## src/rtl/sato_pkg.sv

```systemverilog
package sato_pkg;
    typedef enum logic [1:0] {
        PH_IDLE  = 2'd0,
        PH_SHIFT = 2'd1,
        PH_RELOC = 2'd2
    } phase_e;
endpackage

```

## src/rtl/sato_term_plane.sv

```systemverilog
// Behavioural NAND plane: each physical column NANDs the wordlines of its set
// that are either programmed for its lane or pulled in by a stuck cell.
module sato_term_plane #(
    parameter int NSETS = 6,
    parameter int LANES = 3,
    parameter int RPS   = 4
) (
    input  logic [NSETS*RPS-1:0]       wl,
    input  logic [LANES*RPS-1:0]       lane_mask,
    input  logic [NSETS*LANES*RPS-1:0] stuck_cells,
    output logic [NSETS*LANES-1:0]     term
);
    for (genvar s = 0; s < NSETS; s++) begin : g_set
        for (genvar p = 0; p < LANES; p++) begin : g_lane
            localparam int Q = s*LANES + p;
            logic [RPS-1:0] used;
            assign used    = lane_mask[p*RPS +: RPS] | stuck_cells[Q*RPS +: RPS];
            assign term[Q] = ~&(wl[s*RPS +: RPS] | ~used);
        end
    end
endmodule

```

## src/rtl/sato_fault_screen.sv

```systemverilog
// Classifies a fault pattern: which sets are hit, whether one set-level shift
// can repair it, and which physical columns serve the relocated terms.
module sato_fault_screen #(
    parameter int NSETS = 6,
    parameter int LANES = 3
) (
    input  logic [NSETS*LANES-1:0] faults,
    output logic                   any_fault,
    output logic                   uncorrectable,
    output logic [NSETS*LANES-1:0] reloc_en
);
    localparam int NCOLS = NSETS*LANES;

    logic [NSETS-1:0] set_bad;
    logic [NSETS-1:0] clash;

    for (genvar s = 0; s < NSETS; s++) begin : g_set
        assign set_bad[s] = |faults[s*LANES +: LANES];
        if (s < NSETS-1) begin : g_pair
            assign clash[s] = set_bad[s] & set_bad[s+1];
        end else begin : g_top
            assign clash[s] = set_bad[s];   // no set above to borrow from
        end
    end

    assign any_fault     = |set_bad;
    assign uncorrectable = |clash;
    assign reloc_en      = {faults[NCOLS-LANES-1:0], {LANES{1'b0}}};
endmodule

```

## src/rtl/sato_remap_ctrl.sv

```systemverilog
module sato_remap_ctrl
    import sato_pkg::*;
#(
    parameter int NSETS = 6,
    parameter int LANES = 3,
    parameter int RPS   = 4
) (
    input  logic                       clk,
    input  logic                       rst_n,
    input  logic                       start,
    input  logic [NSETS*RPS-1:0]       op_word,
    input  logic [LANES*RPS-1:0]       lane_mask,
    input  logic [NSETS*LANES*RPS-1:0] stuck_cells,
    input  logic [NSETS*LANES-1:0]     fault_flags,
    output logic                       done,
    output logic                       uncorrectable,
    output logic [NSETS*LANES-1:0]     result
);
    localparam int NCOLS = NSETS*LANES;
    localparam int NROWS = NSETS*RPS;
    localparam int NLAT  = NCOLS + LANES;
    localparam int CW    = $clog2(LANES + 1);

    typedef struct packed {
        phase_e           ph;
        logic [CW-1:0]    cnt;
        logic [NROWS-1:0] op;
        logic [NCOLS-1:0] flt;
        logic [NLAT-1:0]  lat;
        logic             done;
        logic             unc;
    } ctl_t;

    ctl_t c_d, c_q;

    logic [NROWS-1:0] wl;
    logic [NCOLS-1:0] flt_sel;
    logic [NCOLS-1:0] term;
    logic [NCOLS-1:0] reloc_en;
    logic             scr_any;
    logic             scr_unc;

    // Wordline multiplexer: own slice while idle, slice of the set below later.
    assign wl      = (c_q.ph == PH_IDLE) ? op_word : {c_q.op[NROWS-RPS-1:0], {RPS{1'b0}}};
    assign flt_sel = (c_q.ph == PH_IDLE) ? fault_flags : c_q.flt;

    sato_term_plane #(.NSETS(NSETS), .LANES(LANES), .RPS(RPS)) u_plane (
        .wl          (wl),
        .lane_mask   (lane_mask),
        .stuck_cells (stuck_cells),
        .term        (term)
    );

    sato_fault_screen #(.NSETS(NSETS), .LANES(LANES)) u_screen (
        .faults        (flt_sel),
        .any_fault     (scr_any),
        .uncorrectable (scr_unc),
        .reloc_en      (reloc_en)
    );

    always_comb begin
        c_d      = c_q;
        c_d.done = 1'b0;
        case (c_q.ph)
            PH_IDLE: begin
                if (start) begin
                    c_d.op  = op_word;
                    c_d.flt = fault_flags;
                    c_d.unc = scr_unc;
                    if (!scr_any) begin
                        c_d.lat[NLAT-1:LANES] = term;
                        c_d.done              = 1'b1;
                    end else begin
                        for (int c = 0; c < NCOLS; c++) begin
                            if (!fault_flags[c]) c_d.lat[c] = term[c];
                        end
                        c_d.cnt = '0;
                        c_d.ph  = PH_SHIFT;
                    end
                end
            end
            PH_SHIFT: begin
                c_d.lat = {c_q.lat[NLAT-2:0], 1'b0};
                c_d.cnt = c_q.cnt + CW'(1);
                if (c_q.cnt == CW'(LANES-1)) c_d.ph = PH_RELOC;
            end
            PH_RELOC: begin
                for (int q = 0; q < NCOLS; q++) begin
                    if (reloc_en[q]) c_d.lat[q] = term[q];
                end
                c_d.done = 1'b1;
                c_d.ph   = PH_IDLE;
            end
            default: c_d.ph = PH_IDLE;
        endcase
    end

    always_ff @(posedge clk or negedge rst_n) begin
        if (!rst_n) begin
            c_q <= '{ph: PH_IDLE, cnt: '0, op: '0, flt: '0, lat: '0, done: 1'b0, unc: 1'b0};
        end else begin
            c_q <= c_d;
        end
    end

    assign done          = c_q.done;
    assign uncorrectable = c_q.unc;
    assign result        = c_q.lat[NLAT-1:LANES];


    ff_single_cycle_chk: assert property (@(posedge clk) disable iff (!rst_n)
        (c_q.ph == PH_IDLE && start && fault_flags == '0) |=> (done && c_q.ph == PH_IDLE));


    faulty_two_phase_chk: assert property (@(posedge clk) disable iff (!rst_n)
        (c_q.ph == PH_IDLE && start && fault_flags != '0) |=> (!done && c_q.ph == PH_SHIFT));


    lat_shift_chk: assert property (@(posedge clk) disable iff (!rst_n)
        (c_q.ph == PH_SHIFT) |=> (c_q.lat[NLAT-1:1] == $past(c_q.lat[NLAT-2:0])));


    reloc_done_chk: assert property (@(posedge clk) disable iff (!rst_n)
        (c_q.ph == PH_RELOC) |=> (done && c_q.ph == PH_IDLE));


    no_flagged_use_chk: assert property (@(posedge clk) disable iff (!rst_n)
        (c_q.ph == PH_RELOC && !c_q.unc) |-> ((reloc_en & c_q.flt) == '0));


    busy_hold_chk: assert property (@(posedge clk) disable iff (!rst_n)
        (c_q.ph != PH_IDLE) |=> ($stable(uncorrectable) && $stable(c_q.op)));
endmodule

```

## config.mk

```make
export PLATFORM = sky130hd
export DESIGN_NAME = sato_remap_ctrl
export DESIGN_NICKNAME = d
export VERILOG_FILES = /design/src/rtl/sato_pkg.sv /design/src/rtl/sato_term_plane.sv /design/src/rtl/sato_fault_screen.sv /design/src/rtl/sato_remap_ctrl.sv
export SDC_FILE = /design/constraint.sdc
export NUM_CORES = 1
export LEC_CHECK = 0
export BUFFER_PORTS_ARGS = -buffer_cell sky130_fd_sc_hd__buf_4
export CAP_MARGIN = 20
export CORE_ASPECT_RATIO = 2
export CORE_UTILIZATION = 46
export DETAILED_ROUTE_END_ITERATION = 8
export GPL_TIMING_DRIVEN = 0
export PLACE_DENSITY = 0.77
export SLEW_MARGIN = 20
export SYNTH_ARGS = -nofsm -noshare
export SYNTH_HDL_FRONTEND = slang
export SYNTH_SLANG_ARGS = --single-unit
```

## constraint.sdc

```tcl
create_clock -name clk -period 2.4 [get_ports clk]
set_input_delay 0.24 -clock clk [delete_from_list [all_inputs] [get_ports clk]]
set_output_delay 0.24 -clock clk [all_outputs]
set_load 0.05 [all_outputs]
```

==> results.py, run 1 <==
metrics = {
    "setup_path": {
        "cp_cell_sequence": "inv_2 > ha_4 > nor4b_4 > a22oi_2 > or3_4 > o21ai_4 > mux2_4",
        "required_ns": 2.62,
        "path_buf_inv": 1,
        "endpoint_kind": "flop",
        "crit_path_start_kind": "flop",
        "r2r_end": "result[17]",
        "max_stage_delay_ns": 0.47,
        "reg2reg_depth": 7,
        "worstSetupPathDepth": 7,
        "reg2reg_slack_ns": 0.05,
        "critPathKind": "reg -> reg",
        "path_delay_family": "simple AND/OR/NAND/NOR gates",
        "worst_r2r_startpoint": "c_q[68]",
        "arrival_ns": 2.57,
        "crit_fanout": 8,
        "cp_slowest_cell": "or3_4",
        "crit_start": "c_q[68]",
        "worstSetupEndpoint": "result[17]",
    },
    "floorplanning": {
        "coreArea_mm2": 0.009384,
        "fp.dieW_um": 71.46,
        "io_pins": 149,
        "fp.dieArea_mm2": 0.01007,
        "die_h_um": 140.9,
        "start_util_pct": 47.29,
        "rows": 50,
    },
    "clocking": {
        "cts_buffer_depth": 2,
        "numCtsBuffers": 9,
        "path_clk_slew_ns": 0.06,
        "hold_buffers": 0,
        "htreeDepth": 3,
        "root_buffer": "clkbuf_16",
        "cts_tree": "yes",
        "clk_latency_ns": 0.34,
        "clock_sinks": 65,
    },
    "grt": {
        "overflow": 0,
        "grt_pass1_vias": 5083,
        "grt_pass1_wl_um": 25520,
        "track_usage_pct": 33.60,
        "antenna_found_initial": 0,
        "grt_max_degree": 66,
    },
    "synthesis": {
        "synth.net_count": 623,
        "avgSynthCellArea_um2": 9.076,
        "synthesis.area_mm2": 0.004438,
        "seq_area_frac_synth_pct": 36.65,
        "syn_inst": 489,
        "synth_commonest_cells": "o21ai_0 (76), dfrtp_1 (65), mux2_2 (46)",
        "yosysTopAreaCell": "dfrtp_1",
        "synth_warnings": 0,
        "synth.distinct_cells": 52,
        "synth_seq_cells": 65,
        "synth_area_leaders": "dfrtp_1 (37%), mux2_2 (12%), o21ai_0 (8.6%), mux2i_1 (3.8%), a31oi_1 (3.2%)",
        "ys.flop_type": "dfrtp_1",
        "synth_edf_count": 0,
        "synth_top_cell_area_share_pct": 36.65,
        "yosysMostFrequentCell": "o21ai_0",
        "async_flop_share_pct": 100.0,
    },
    "power_and_ir_drop": {
        "ir_worst_vdd_mv": 0.6544,
        "p_per_area_mw_per_mm2": 1281,
        "p_leak_uw": 0.002768,
    },
    "timing": {
        "drv_slew": 0,
        "fin_crit_ns": 2.349,
        "finalSetupViolCount": 0,
        "hold_viol": 0,
        "finalCritPeriodShare_pct": 97.87,
        "fin_skew_ns": 0.009128,
        "relSlewSlack_pct": 43.15,
        "fmax_ghz": 0.4258,
        "holdWs_ns": 0.007570,
        "worstMarginPinSlew_ns": 0.8527,
    },
    "final_layout": {
        "syn_to_final_growth_pct": 41.73,
        "drive_above_1_share_pct": 43.50,
        "antenna_cells": 0,
        "fin_nets": 792,
        "fin_cells": 766,
        "fillers": 752,
    },
    "route": {
        "drtPass1Iterations": 7,
        "ant_nets": 0,
        "num_vias": 4854,
        "drt_drc_violations_left": 0,
        "routed_wirelength_um": 16630,
        "drtIter0Drc": 318,
        "viasPerCell": 6.337,
        "avgRoutedWirePerCell_um": 21.71,
    },
    "placed_design": {
        "dp_hpwl_um": 13000,
        "dp_cells": 740,
        "routabilityCongestion": 0.9687,
        "numPortBuffers": 147,
    },
    "status": {
        "status": "complete, no violations",
    },
    "min_path": {
        "hp-class": "in -> async",
    },
    "run": {
        "drv_cap": 0,
    },
}
[what timing repair did]
item / in CTS / in global routing
setup buffers: 10 / 4
pin swaps: 7 / 7
gates resized for setup: 34 / 32
endpoints found under the setup margin: 64 / 24
[flip-flops by register name, indices dropped and copies added, names as in the netlist]
signal and count:
c_q 45, result 18, done 1, uncorrectable 1
[cell usage in the layout (no fill, tap or decap), types with 5 or more instances in the layout]
master | netlist | final
nor2b_1 | 14 | 14
mux2i_2 | 0 | 6
nand4_1 | 6 | 6
nand3_1 | 13 | 13
dfrtp_1 | 65 | 65
clkbuf_2 | 0 | 7
clkbuf_1 | 17 | 8
a21oi_1 | 25 | 23
mux2i_1 | 17 | 11
o21ai_1 | 0 | 5
buf_4 | 18 | 177
o21ai_0 | 76 | 71
nor2_1 | 34 | 34
mux2_2 | 46 | 46
inv_1 | 11 | 8
clkbuf_16 | 0 | 9
a31oi_1 | 23 | 23
nand2_1 | 26 | 25
or3_1 | 13 | 12
[layer usage]
layer	vias up	share of wire (%)	track usage, %
li1	2159	-	-
met1	2272	33	33.70
met2	326	52	59.40
met3	97	7.1	5.361
met4	0	8.6	27.55
met5	-	0	0
[kinds of logic after synthesis]
logic type      after synthesis  synth area share (%)
simple gates                130                 15.70
fa+ha+maj                     5                 1.410
compound gates              168                 23.06
flops                        65                 36.65
mux                          67                 16.61
buf+inv                      54                 6.569
[stage by stage]
stage | cell area, um^2 | util (%) | setup TNS [ns] | power, uW | setup WS, ns
after floorplan | 4448 | - | 0 | 4973 | 0.01143
after global placement | 5682 | 60.55 | -11.20 | 6139 | -0.4523
after detailed placement | 5682 | 60.55 | -15.45 | 6254 | -0.5232
after CTS | 6223 | 66.32 | -0.07016 | 7897 | -0.02551
after global routing | 6290 | 67.03 | -0.02162 | 8460 | -0.02162
final | 6290 | 67.03 | 0 | 8054 | 0.05122
[area by class of cell]
cell class / instances / area, um^2 / area share (%)
clock buffer: 12 / 256.5 / 4.078
inverter: 11 / 41.29 / 0.6565
clock inverter: 3 / 40.04 / 0.6366
sequential: 65 / 1627 / 25.86
multi-input combinational: 370 / 2709 / 43.07
buffer: 40 / 257.7 / 4.098
timing repair buffer: 161 / 1229 / 19.53
tap: 104 / 130.1 / 2.069
[where the power goes]
group / switching, uW / internal, uW / total [uW]
Sequential: 477 / 1650 / 2130
Clock: 473 / 851 / 1320
Combinational: 2550 / 2050 / 4600
[how the worst min path moves through the flow]
stage                     depth (start not counted)          to  start  slack (ns)
after floorplan                                   0     c_q[23]  rst_n       -0.06
after global placement                            1     c_q[34]  rst_n        0.39
after detailed placement                          1     c_q[33]  rst_n        0.40
after CTS                                         1  result[10]  rst_n        0.05
after global routing                              1     c_q[34]  rst_n        0.08
final                                             1   result[9]  rst_n       0.008
No activity file was read; power rests on OpenSTA's default activity.
==> inputs of run 2 (changes only) <==
--- a/config.mk
+++ b/config.mk
@@ -8,10 +8,11 @@
 export BUFFER_PORTS_ARGS = -buffer_cell sky130_fd_sc_hd__buf_4
 export CAP_MARGIN = 20
 export CORE_ASPECT_RATIO = 2
-export CORE_UTILIZATION = 46
+export CORE_UTILIZATION = 48
+export CTS_BUF_LIST = sky130_fd_sc_hd__clkbuf_8
 export DETAILED_ROUTE_END_ITERATION = 8
 export GPL_TIMING_DRIVEN = 0
-export PLACE_DENSITY = 0.77
+export PLACE_DENSITY = 0.8
 export SLEW_MARGIN = 20
 export SYNTH_ARGS = -nofsm -noshare
 export SYNTH_HDL_FRONTEND = slang
==> run 2 against run 1 <==
Against the previous run: the flow now finishes with violations (hold timing, setup timing); critical path type unchanged; fmax fell by 5.1%; critical endpoint is now result[16]; combinational power rose by 6.5%; register-to-register slack got worse by 0.13 ns; highest routed layer unchanged; worst setup slack got worse by 0.13 ns; cell count did not move.
==> results.py, run 2 (synthesis gave the netlist of run 1 again) <==
metrics = {
    "final_layout": {
        "final_util_pct": 70.56,
        "fin_nets": 794,
        "final_cell_mix": "buf_4 (178), o21ai_0 (70), dfrtp_1 (65)",
        "layout_commonest_cell": "buf_4",
        "fillers": 704,
        "multiInputGateArea_mm2": 0.002770,
        "largest_reg_flops": 45,
        "antenna_cells": 0,
        "drive_above_1_share_pct": 43.98,
        "register_area_mm2": 0.001627,
        "top_register": "c_q",
        "syn_to_final_growth_pct": 42.32,
    },
    "power_and_ir_drop": {
        "ir_worst_vdd_mv": 0.6539,
        "p_leak_uw": 0.002786,
        "p_per_area_mw_per_mm2": 1270,
    },
    "setup_path": {
        "crit_path_start_kind": "flop",
        "required_ns": 2.65,
        "r2r_end": "result[16]",
        "endpoint_kind": "flop",
        "worstSetupEndpoint": "result[16]",
        "worst_r2r_startpoint": "c_q[68]",
        "reg2reg_depth": 8,
        "crit_start": "c_q[68]",
        "arrival_ns": 2.72,
        "crit_fanout": 6,
        "reg2reg_slack_ns": -0.07,
        "critPathKind": "reg -> reg",
    },
    "timing": {
        "fin_crit_ns": 2.474,
        "rsz0062_at_grt": "true",
        "relSlewSlack_pct": 42.07,
        "fin_skew_ns": 0.01709,
        "worstMarginPinSlew_ns": 0.8690,
        "finalSetupViolCount": 12,
        "finalCritPeriodShare_pct": 103.1,
        "setup_slack_ns": -0.07441,
        "hold_viol": 16,
        "fmax_ghz": 0.4041,
        "holdWs_ns": -0.01853,
        "drv_slew": 0,
    },
    "floorplanning": {
        "die_h_um": 138.0,
        "coreArea_mm2": 0.008951,
        "fp.dieArea_mm2": 0.009658,
        "start_util_pct": 49.58,
        "io_pins": 149,
        "fp.dieW_um": 69.99,
        "rows": 49,
    },
    "route": {
        "drtPass1Iterations": 5,
        "num_vias": 4842,
        "routed_wirelength_um": 17410,
        "drtIter0Drc": 465,
        "viasPerCell": 6.321,
        "ant_nets": 0,
        "avgRoutedWirePerCell_um": 22.73,
        "drt_drc_violations_left": 0,
    },
    "grt": {
        "grt_pass1_wl_um": 25930,
        "track_usage_pct": 35.65,
        "overflow": 0,
        "grt_pass1_vias": 5001,
        "antenna_found_initial": 0,
        "grt_max_degree": 66,
    },
    "status": {
        "status": "finished with violations",
        "violations": "hold timing, setup timing",
    },
    "clocking": {
        "cts_tree": "yes",
        "clock_sinks": 65,
        "clk_latency_ns": 0.37,
        "numCtsBuffers": 9,
        "root_buffer": "clkbuf_8",
        "cts_buffer_depth": 2,
        "htreeDepth": 3,
        "hold_buffers": 0,
        "path_clk_slew_ns": 0.08,
    },
    "placed_design": {
        "routabilityCongestion": 0.9387,
        "dp_worst_setup_slack_ns": -0.5538,
        "dp_hpwl_um": 13210,
        "numPortBuffers": 147,
    },
    "min_path": {
        "hp-class": "in -> async",
    },
    "run": {
        "drv_cap": 0,
    },
}
[run 2: final cells by class]
type / count / area share, %
Sequential cell: 65 / 25.75
Buffer: 42 / 4.814
Multi-Input combinational cell: 370 / 43.86
Timing Repair Buffer: 161 / 19.81
Tap cell: 102 / 2.021
Inverter: 11 / 0.6537
Clock inverter: 4 / 0.6933
Clock buffer: 11 / 2.397
[run 2: worst min-delay path by stage]
stage / startpoint / end / slack (ns) / cells after the start
after detailed placement: rst_n / c_q[59] / 0.39 / 1
after floorplan: rst_n / c_q[23] / -0.06 / 0
final: rst_n / c_q[60] / -0.02 / 1
after CTS: rst_n / c_q[60] / 0.01 / 1
after global routing: rst_n / c_q[60] / 0.05 / 1
after global placement: rst_n / c_q[54] / 0.38 / 1
[run 2: through the flow]
stage	cell area (um^2)	instances	setup TNS (ns)	power, uW	hold WS, ns
final	6316	766	-0.4003	8020	-0.01853
after global placement	5679	738	-14.29	6179	0.3813
after floorplan	4448	489	0	4973	-0.05559
after CTS	6161	764	-0.03804	7678	0.01240
after detailed placement	5679	738	-16.65	6285	0.3930
after global routing	6316	766	-1.047	8394	0.04622
[run 2: where the power goes]
group / switching, uW / total (uW) / internal [uW]
Sequential: 491 / 2140 / 1650
Clock: 460 / 984 / 524
Combinational: 2660 / 4900 / 2240
Total: 3610 / 8020 / 4410
[run 2: per-layer routing]
metal / vias to the layer above / track usage, % / wire length, um
met5: - / 0 / 0
met2: 276 / 65.22 / 9213
met1: 2333 / 36.93 / 6137
met3: 72 / 6.468 / 1008
li1: 2161 / - / -
met4: 0 / 22.78 / 1051
[run 2: what timing repair did]
action / 4_1_cts / 5_1_grt
endpoints found under the setup margin: 64 / 24
setup buffers: 10 / 2
hold endpoints to repair: 0 / 0
pin swaps: 8 / 7
gates resized for setup: 41 / 40
gates cloned: 1 / 1
[run 2: worst max-delay path, cell delays in order (launching register included)]
cell and delay [ns]:
dfrtp_1 0.44, inv_2 0.11, ha_4 0.18, buf_12 0.13
nor4b_4 0.33, a22oi_2 0.15, or3_4 0.48, o21ai_4 0.21
mux2_4 0.32
